`config.mk`:
```
export PLATFORM = sky130hd
export DESIGN_NAME = seg_addr_xlate
export DESIGN_NICKNAME = d
export VERILOG_FILES = /design/src/rtl/seg_xlate_pkg.sv /design/src/rtl/seg_classify.sv /design/src/rtl/seg_mapper.sv /design/src/rtl/seg_out_reg.sv /design/src/rtl/seg_addr_xlate.sv
export SDC_FILE = /design/constraint.sdc
export NUM_CORES = 1
export LEC_CHECK = 0
export BUFFER_PORTS_ARGS = -buffer_cell sky130_fd_sc_hd__buf_2
export CAP_MARGIN = 20
export CORE_ASPECT_RATIO = 0.6
export CORE_UTILIZATION = 45
export DETAILED_ROUTE_END_ITERATION = 12
export GPL_TIMING_DRIVEN = 0
export PLACE_DENSITY_LB_ADDON = 0.12
export SLEW_MARGIN = 20
export SYNTH_ARGS = -nofsm -noshare
export SYNTH_HDL_FRONTEND = slang
export SYNTH_HIERARCHICAL = 1
export SYNTH_SLANG_ARGS = --single-unit
```
`constraint.sdc`:
```
create_clock -name clk -period 3 [get_ports clk]
set_input_delay 0.9 -clock clk [delete_from_list [all_inputs] [get_ports clk]]
set_output_delay 0.9 -clock clk [all_outputs]
set_load 0.01 [all_outputs]
```
`src/rtl/seg_xlate_pkg.sv`:
```
package seg_xlate_pkg;
   typedef enum logic [1:0] {
      MMU_NONE  = 2'd0,
      MMU_FIXED = 2'd1,
      MMU_TLB   = 2'd2,
      MMU_RSVD  = 2'd3
   } mmu_mode_e;

   typedef enum logic [1:0] {
      RES_MATCH    = 2'd0,
      RES_NOMATCH  = 2'd1,
      RES_INVALID  = 2'd2,
      RES_MODIFIED = 2'd3
   } res_code_e;

   typedef enum logic [1:0] {
      SEG_USER   = 2'd0,
      SEG_KUNMAP = 2'd1,
      SEG_KMAP   = 2'd2
   } seg_e;
endpackage

```
`src/rtl/seg_classify.sv`:
```
module seg_classify
   import seg_xlate_pkg::*;
#(
   parameter int ADDR_W = 32
) (
   input  logic [ADDR_W-1:0] vaddr,
   input  logic              user,
   input  logic              errlvl,
   output seg_e              seg,
   output logic              bad,
   output logic              ident
);
   localparam int TOP = ADDR_W - 1;

   always_comb begin
      if (!vaddr[TOP])          seg = SEG_USER;
      else if (!vaddr[TOP-1])   seg = SEG_KUNMAP;
      else                      seg = SEG_KMAP;
   end

   // user mode may only touch the low half
   assign bad   = user && vaddr[TOP];
   // error level bypasses translation of the user region
   assign ident = (seg == SEG_USER) && errlvl;
endmodule

```
`src/rtl/seg_mapper.sv`:
```
module seg_mapper
   import seg_xlate_pkg::*;
#(
   parameter int              ADDR_W     = 32,
   parameter logic [ADDR_W-1:0] FIX_OFS  = 32'h4000_0000,
   parameter logic [ADDR_W-1:0] KUNM_MASK = 32'h1FFF_FFFF,
   parameter bit              ENABLE_TLB = 1'b1
) (
   input  logic              valid,
   input  logic [ADDR_W-1:0] vaddr,
   input  mmu_mode_e         mode,
   input  seg_e              seg,
   input  logic              bad,
   input  logic              ident,
   input  logic [ADDR_W-1:0] tlb_paddr,
   input  logic              tlb_rd,
   input  logic              tlb_wr,
   input  logic [1:0]        tlb_code,
   output logic              tlb_req,
   output logic [ADDR_W-1:0] paddr,
   output logic              rd,
   output logic              wr,
   output res_code_e         code
);
   logic              use_tlb;
   logic [ADDR_W-1:0] t_paddr;
   logic              t_rd, t_wr;
   res_code_e         t_code;
   logic              mapped;

   assign mapped = !bad && !ident && (seg != SEG_KUNMAP);

   generate
      if (ENABLE_TLB) begin : g_tlb
         assign use_tlb = mapped && (mode == MMU_TLB);
         always_comb begin
            t_code = res_code_e'(tlb_code);
            if (t_code == RES_MATCH) begin
               t_paddr = tlb_paddr;
               t_rd    = tlb_rd;
               t_wr    = tlb_wr;
            end else begin
               t_paddr = '0;
               t_rd    = 1'b0;
               t_wr    = 1'b0;
            end
         end
      end else begin : g_notlb
         assign use_tlb = 1'b0;
         assign t_paddr = '0;
         assign t_rd    = 1'b0;
         assign t_wr    = 1'b0;
         assign t_code  = RES_NOMATCH;
      end
   endgenerate

   assign tlb_req = valid && use_tlb;

   always_comb begin
      paddr = vaddr;
      rd    = 1'b1;
      wr    = 1'b1;
      code  = RES_MATCH;
      if (bad) begin
         paddr = '0;
         rd    = 1'b0;
         wr    = 1'b0;
         code  = RES_NOMATCH;
      end else if (seg == SEG_KUNMAP) begin
         paddr = vaddr & KUNM_MASK;
      end else if (use_tlb) begin
         paddr = t_paddr;
         rd    = t_rd;
         wr    = t_wr;
         code  = t_code;
      end else if (mapped && mode == MMU_FIXED && seg == SEG_USER) begin
         paddr = vaddr + FIX_OFS;
      end
   end
endmodule

```
`src/rtl/seg_out_reg.sv`:
```
module seg_out_reg
   import seg_xlate_pkg::*;
#(
   parameter int ADDR_W = 32
) (
   input  logic              clk,
   input  logic              rst_n,
   input  logic              d_valid,
   input  logic [ADDR_W-1:0] d_paddr,
   input  logic              d_rd,
   input  logic              d_wr,
   input  logic              d_bad,
   input  res_code_e         d_code,
   output logic              q_valid,
   output logic [ADDR_W-1:0] q_paddr,
   output logic              q_rd,
   output logic              q_wr,
   output logic              q_bad,
   output logic [1:0]        q_code
);
   always_ff @(posedge clk or negedge rst_n) begin
      if (!rst_n) begin
         q_valid <= 1'b0;
         q_paddr <= '0;
         q_rd    <= 1'b0;
         q_wr    <= 1'b0;
         q_bad   <= 1'b0;
         q_code  <= '0;
      end else begin
         q_valid <= d_valid;
         if (d_valid) begin
            q_paddr <= d_paddr;
            q_rd    <= d_rd;
            q_wr    <= d_wr;
            q_bad   <= d_bad;
            q_code  <= d_code;
         end
      end
   end

   // valid follows the request by one cycle
   assert_valid_follow_R8: assert property (@(posedge clk) disable iff (!rst_n)
      d_valid |=> q_valid);
   // idle cycles keep the result
   assert_hold_idle_R9: assert property (@(posedge clk) disable iff (!rst_n)
      !d_valid |=> (!q_valid && $stable(q_paddr) && $stable(q_code)));
endmodule

```
`src/rtl/seg_addr_xlate.sv`:
```
module seg_addr_xlate
   import seg_xlate_pkg::*;
#(
   parameter int                ADDR_W     = 32,
   parameter logic [ADDR_W-1:0] FIX_OFS    = 32'h4000_0000,
   parameter logic [ADDR_W-1:0] KUNM_MASK  = 32'h1FFF_FFFF,
   parameter bit                ENABLE_TLB = 1'b1
) (
   input  logic              clk,
   input  logic              rst_n,
   input  logic              in_valid,
   input  logic [ADDR_W-1:0] in_vaddr,
   input  logic              in_user,
   input  logic              in_errlvl,
   input  logic [1:0]        in_mode,
   output logic              tlb_req,
   output logic [ADDR_W-1:0] tlb_vaddr,
   input  logic [ADDR_W-1:0] tlb_paddr,
   input  logic              tlb_rd,
   input  logic              tlb_wr,
   input  logic [1:0]        tlb_code,
   output logic              out_valid,
   output logic [ADDR_W-1:0] out_paddr,
   output logic              out_rd,
   output logic              out_wr,
   output logic              out_bad,
   output logic [1:0]        out_code
);
   localparam int TOP = ADDR_W - 1;

   generate
      if (ADDR_W < 8) begin : g_chk_width
         $error("seg_addr_xlate: ADDR_W must be at least 8");
      end
      if (KUNM_MASK[TOP -: 2] != 2'b00) begin : g_chk_mask
         $error("seg_addr_xlate: unmapped mask must clear the two segment bits");
      end
   endgenerate

   seg_e              seg;
   logic              bad, ident;
   logic [ADDR_W-1:0] m_paddr;
   logic              m_rd, m_wr;
   res_code_e         m_code;

   seg_classify #(.ADDR_W(ADDR_W)) u_cls (
      .vaddr (in_vaddr),
      .user  (in_user),
      .errlvl(in_errlvl),
      .seg   (seg),
      .bad   (bad),
      .ident (ident)
   );

   seg_mapper #(
      .ADDR_W    (ADDR_W),
      .FIX_OFS   (FIX_OFS),
      .KUNM_MASK (KUNM_MASK),
      .ENABLE_TLB(ENABLE_TLB)
   ) u_map (
      .valid    (in_valid),
      .vaddr    (in_vaddr),
      .mode     (mmu_mode_e'(in_mode)),
      .seg      (seg),
      .bad      (bad),
      .ident    (ident),
      .tlb_paddr(tlb_paddr),
      .tlb_rd   (tlb_rd),
      .tlb_wr   (tlb_wr),
      .tlb_code (tlb_code),
      .tlb_req  (tlb_req),
      .paddr    (m_paddr),
      .rd       (m_rd),
      .wr       (m_wr),
      .code     (m_code)
   );

   assign tlb_vaddr = in_vaddr;

   seg_out_reg #(.ADDR_W(ADDR_W)) u_oreg (
      .clk    (clk),
      .rst_n  (rst_n),
      .d_valid(in_valid),
      .d_paddr(m_paddr),
      .d_rd   (m_rd),
      .d_wr   (m_wr),
      .d_bad  (bad),
      .d_code (m_code),
      .q_valid(out_valid),
      .q_paddr(out_paddr),
      .q_rd   (out_rd),
      .q_wr   (out_wr),
      .q_bad  (out_bad),
      .q_code (out_code)
   );

   // kernel-half access from user mode is flagged and silent
   assert_user_bad_R1: assert property (@(posedge clk) disable iff (!rst_n)
      (in_valid && in_user && in_vaddr[TOP]) |=> (out_bad && !out_rd && !out_wr && out_paddr == '0));
   assert_no_req_on_bad_R1: assert property (@(posedge clk) disable iff (!rst_n)
      (in_user && in_vaddr[TOP]) |-> !tlb_req);
   // unmapped kernel window never asks for a lookup and masks the address
   assert_kunmap_mask_R4: assert property (@(posedge clk) disable iff (!rst_n)
      (in_valid && !in_user && in_vaddr[TOP -: 2] == 2'b10) |=>
      (out_paddr == ($past(in_vaddr) & KUNM_MASK) && out_code == 2'd0));
   // a lookup request only appears for a valid request in buffer mode
   assert_req_mode_R6: assert property (@(posedge clk) disable iff (!rst_n)
      tlb_req |-> (in_valid && in_mode == 2'd2 && in_vaddr[TOP -: 2] != 2'b10));
   // a failed lookup grants nothing
   assert_miss_noperm_R7: assert property (@(posedge clk) disable iff (!rst_n)
      (out_valid && out_code != 2'd0 && !out_bad) |-> (!out_rd && !out_wr));
   // idle requests never reach the buffer
   assert_idle_noreq_R9: assert property (@(posedge clk) disable iff (!rst_n)
      !in_valid |-> !tlb_req);
endmodule

```
======== After elaboration in Yosys (flattened, before gate mapping) ========
Index checks and enable logic that the tools add are counted.
operators by class
  add/subtract/negate cells ............... 1
  equal/unequal tests ..................... 4
  multiplexer cells ....................... 18
  reduce and logical (&&, ||, !) cells .... 12
operator list
  kind                    count
  $mux 32                 5
  $add 32x31->32 const B  1
  $mux 2                  5
  $logic_and 1x1->1       8
  $mux 1                  8
  $eq 2x1->1 const B      2
  $logic_not 2->1         2
  $eq 2x2->1 const B      1
  $logic_not 1->1         2
  $ne 2x1->1 const B      1
storage, ports and cells
  register bits ........................... 38
  input port bits ......................... 75
  output and inout bits ................... 71

======== Depth between registers and ports, before layout ========
  depth in word-level cells ............... 13
  gate-level depth with buffers ........... 7
  gate-level depth less buffers ........... 5

======== By module ========
The synthesis kept the hierarchy.
by module, submodules not included
  module          times used  cells an instance  area each (sq um)  sequential area each (sq um)
  seg_out_reg     1           79                 1551.5             950.9
  seg_mapper      1           137                749.5              0.0
  seg_addr_xlate  1           32                 240.2              0.0
  seg_classify    1           4                  28.8               0.0

======== Worst setup path after synthesis ========
No wires, ideal clock.
  kind .................................... in2out
  start point ............................. input in_user
  end point ............................... output tlb_req
  arrival time ............................ 1982 ps
  required time ........................... 2100 ps
  slack ................................... 118 ps
  stages on the path ...................... 4
  path through ............................ and2_1 nor4b_2 clkbuf_1 and3_1
between the ends
  longest elaborated chain between the ends .. 6
ends and longest elaborated chain
  item                            RTL line              source
  start, declared                 seg_addr_xlate.sv:13  input logic in_user,
  $logic_and 1x1->1               seg_classify.sv:22    assign bad = user && vaddr[TOP];
  $logic_not 1->1                 seg_mapper.sv:31      assign mapped = !bad && !ident && (seg != SEG_KUNMAP);
  $logic_and 1x1->1 (2 in a row)  seg_mapper.sv:31
  $logic_and 1x1->1               seg_mapper.sv:35      assign use_tlb = mapped && (mode == MMU_TLB);
  $logic_and 1x1->1               seg_mapper.sv:57      assign tlb_req = valid && use_tlb;
  end, declared                   seg_addr_xlate.sv:16  output logic tlb_req,
Every way passes these cells.

======== Worst setup path after layout ========
  start point ............................. input in_vaddr[30]
  end point ............................... output tlb_req
between the ends
  longest elaborated chain between the ends .. 9
  elaborated cells on any way between the ends .. 10
  those cells by class .................... eq/ne (1); mux (2); reduce/logical (7)
ends and longest elaborated chain
  item                   RTL line              source
  start, declared        seg_addr_xlate.sv:12  input logic [ADDR_W-1:0] in_vaddr,
  $mux 2 (*)             seg_classify.sv:17    else if (!vaddr[TOP-1]) seg = SEG_KUNMAP;
  $mux 2 (*)             seg_classify.sv:16    if (!vaddr[TOP]) seg = SEG_USER;
  net seg[0]             seg_addr_xlate.sv:40  seg_e seg;
  $logic_not 2->1        seg_classify.sv:24    assign ident = (seg == SEG_USER) && errlvl;
  $logic_and 1x1->1      seg_classify.sv:24
  $logic_not 1->1        seg_mapper.sv:31
  $logic_and 1x1->1      seg_mapper.sv:31
  $logic_and 1x1->1 (*)  seg_mapper.sv:31
  $logic_and 1x1->1 (*)  seg_mapper.sv:35
  $logic_and 1x1->1 (*)  seg_mapper.sv:57
Mark *: on every way through the listed nets, which the timed path passes. The rest lies on a longest branch.

==> impl_metrics.tcl <==
set metrics [dict create \
    status "complete, no violations" \
    end_kind "output pin" \
    cap_viol_max_count 0 \
    post-place-ws_ns -0.475 \
    synth_top_area_share_pct 37.0 \
    synth_top_cells_by_area "dfrtp_1 37%, mux2_4 18%, buf_4 9.3%, nand4_1 7.3%, a21oi_1 6.2%" \
    drcViolationCount 0 \
    slew_headroom_pct 43.9 \
    ys.warnings.count 6 \
    cts_root_buffer "clkbuf_8" \
    synthXorXnorAreaFrac_pct 0 \
    antenna_found_initial 0 \
    synth_compound_area_share_pct 14.3 \
    vias 2528 \
    ys_seq_area_share_pct 37.0 \
    row_count 20 \
    area_delta_synth_final_pct 37.8 \
    synth-adder-area-share_pct 0 \
    clock.fmax_ghz 0.339 \
    synth_area_per_cell_um2 10.2 \
    n_antenna_cell 0 \
    dp_cells 474 \
    routed_wirelength_um 7190 \
    cts_buffers 5 \
    finalNonFillerCells 483 \
    synth-simple-area-share_pct 12.8 \
    yosys_register_bits 38 \
    ant_nets 0 \
    cts_max_level 2 \
    crit_path_start_kind "input port" \
    clkLatencyLatePin_ns 0.29 \
    synth_top_family_by_area "multiplexers" \
    p_per_area_nw_per_um2 420 \
    grt_max_degree 39 \
    nets 480 \
    grt_pass1_wl_um 10900 \
    path_class "in -> out" \
    cp.required_ns 2.10 \
    crit_arrival_ns 2.05 \
    io_buffers 145 \
    grt_pass1_vias 2278 \
    fin_worst_skew_ns 0 \
    die-area_um2 6030 \
    power.leakage_nw 1.81 \
    irDropWorstVdd_mv 0.270 \
    synth.distinct_cells 32 \
    timing.final.max_slew_violations 0 \
    grt_usage_pct 23.8 \
    critPathMaxFanout 10 \
    initial_utilization_pct 48.7 \
    wl_met3_um 532 \
    gr-total-overflow 0 \
    io_pins 146 \
    worst_pin_slew_ns 0.841 \
    placed_cell_area_um2 3390 \
    setup_viol 0 \
    yosysTopAreaCell "dfrtp_1" \
    wl_per_cell_um 14.9 \
    rsz0062_at_grt "false" \
    netlist_area_um2 2570 \
    dr.pass1.iters 4 \
    post-route-period-util_pct 98.3 \
    fin_ws_ns 0.0524 \
    final_cell_area_um2 3540 \
    clk_pin_slew_ns 0.07 \
    vias_per_cell 5.23 \
    drt-met1-wl_um 3490 \
    synth_nets 327 \
    drt_iter0_drc 78 \
    drive_above_1_share_pct 58.4 \
    route.met2.wl_um 3130 \
    top_layer_used "met4" \
    final_util_pct 67.1 \
    gp_congestion 0.797 \
    cts_tree "yes" \
    cts_sinks 38 \
    yosys-mux-area-fraction_pct 20.6 \
    post-route-min-period_ns 2.95 \
    die_x_um 99.6 \
    hold_viol 0 \
    synth_cells 252 \
    holdWs_ns 0.511 \
    cts_buffer_depth 2 \
    die_height_um 60.5 \
    min_path_type "reg -> reg" \
    core_um2 5280 \
    place.detailed.hpwl_um 5320 \
]
-- metal layers --
metal | global-route usage, % | vias to the layer above
li1 | - | 1199
met5 | 0 | -
met2 | 36.7 | 123
met4 | 6.30 | 0
met3 | 5.41 | 5
met1 | 34.2 | 1201
-- timing repair --
item | 4_1_cts | 5_1_grt
pin swaps | 1 | 1
hold buffers | 0 | 0
hold endpoints to repair | 0 | 0
buffers inserted | 2 | 0
resized for setup | 7 | 2
endpoints found under the setup margin | 1 | 1
-- worst max-delay path, stage by stage --
cell      delay, ns
buf_2          0.13
and2b_2        0.22
or2b_4         0.30
clkbuf_4       0.20
and3_1         0.17
buf_2          0.13
-- flip-flops by register name, summed over array words and instances, names as in the netlist --
signal / count
u_oreg/q_bad: 1
u_oreg/q_code: 2
u_oreg/q_paddr: 32
u_oreg/q_rd: 1
u_oreg/q_valid: 1
u_oreg/q_wr: 1
-- cells in the mapped netlist --
master     n
a211oi_1   2
a21o_1     1
a21oi_1   32
a311oi_1   2
and2_1     1
and2_2     1
and2b_2    1
and3_1     1
buf_12     3
buf_4     32
buf_6      1
clkbuf_1  21
dfrtp_1   38
inv_1      1
mux2_2     7
mux2_4    30
nand2_1    3
nand2b_1   1
nand3b_1   1
nand4_1   30
nor2_1     3
nor2b_1    2
nor3b_1    1
nor4b_2    1
o21ai_0   25
o21ai_1    5
o31ai_1    1
o41ai_1    1
or2b_1     1
or4b_1     1
or4b_2     1
or4b_4     1
-- power by group --
group	leakage [nW]	internal (mW)	switching [mW]	total (mW)
registers	0.473	0.572	0.0348	0.607
clock network	0.0579	0.245	0.183	0.428
logic	1.28	0.240	0.213	0.453
-- through the flow --
step | setup TNS [ns] | power (mW)
floorplan | 0 | 0.873
global placement | -0.460 | 1.05
detailed placement | -0.699 | 1.06
CTS | 0 | 1.50
global route | 0 | 1.57
finish | 0 | 1.49
-- worst paths after layout --
| path | startpoint | endpoint | slack [ns] | cells past startpoint |
|---|---|---|---|---|
| min in group asynchronous | rst_n | u_oreg/q_paddr[19] | 0.71 | 1 |
| worst min register to register | u_oreg/q_paddr[8] | u_oreg/q_paddr[8] | 0.51 | 1 |
| worst min-delay path | u_oreg/q_paddr[8] | u_oreg/q_paddr[8] | 0.51 | 1 |
| worst max register to register | u_oreg/q_paddr[1] | u_oreg/q_paddr[1] | 2.22 | 1 |
| max in group asynchronous | rst_n | u_oreg/q_paddr[16] | 1.76 | 1 |
| worst max-delay path | in_vaddr[30] | tlb_req | 0.05 | 6 |
-- cells in the final DEF (no fill, tap or decap), types with 2 or more instances in the layout --
cell / synthesis / routed
a211oi_1: 2 / 2
a21oi_1: 32 / 32
a311oi_1: 2 / 2
buf_12: 3 / 3
buf_2: 0 / 145
buf_4: 32 / 34
clkbuf_1: 21 / 18
clkbuf_8: 0 / 6
clkinv_2: 0 / 2
dfrtp_1: 38 / 38
mux2_2: 7 / 7
mux2_4: 30 / 30
nand2_1: 3 / 3
nand4_1: 30 / 30
nor2_1: 3 / 3
nor2b_1: 2 / 2
o21ai_0: 25 / 25
o21ai_1: 5 / 5
-- kinds of logic (layout without fill, tap and decap cells) --
kind of cell | count (synthesis) | count (layout)
flops | 38 | 38
mux | 37 | 37
buf+inv | 58 | 212
compound gates | 69 | 69
simple gates | 50 | 50
-- area by class of cell --
class	count	area (um^2)
flip-flops and latches	38	951
clock inverters	3	40.0
inverters	1	3.75
repair buffers	147	741
clock buffers	5	68.8
fillers	466	1740
multi-input cells	156	1240
plain buffers	56	400
well taps	77	96.3
Note: power is estimated with default switching activity, not from simulation.
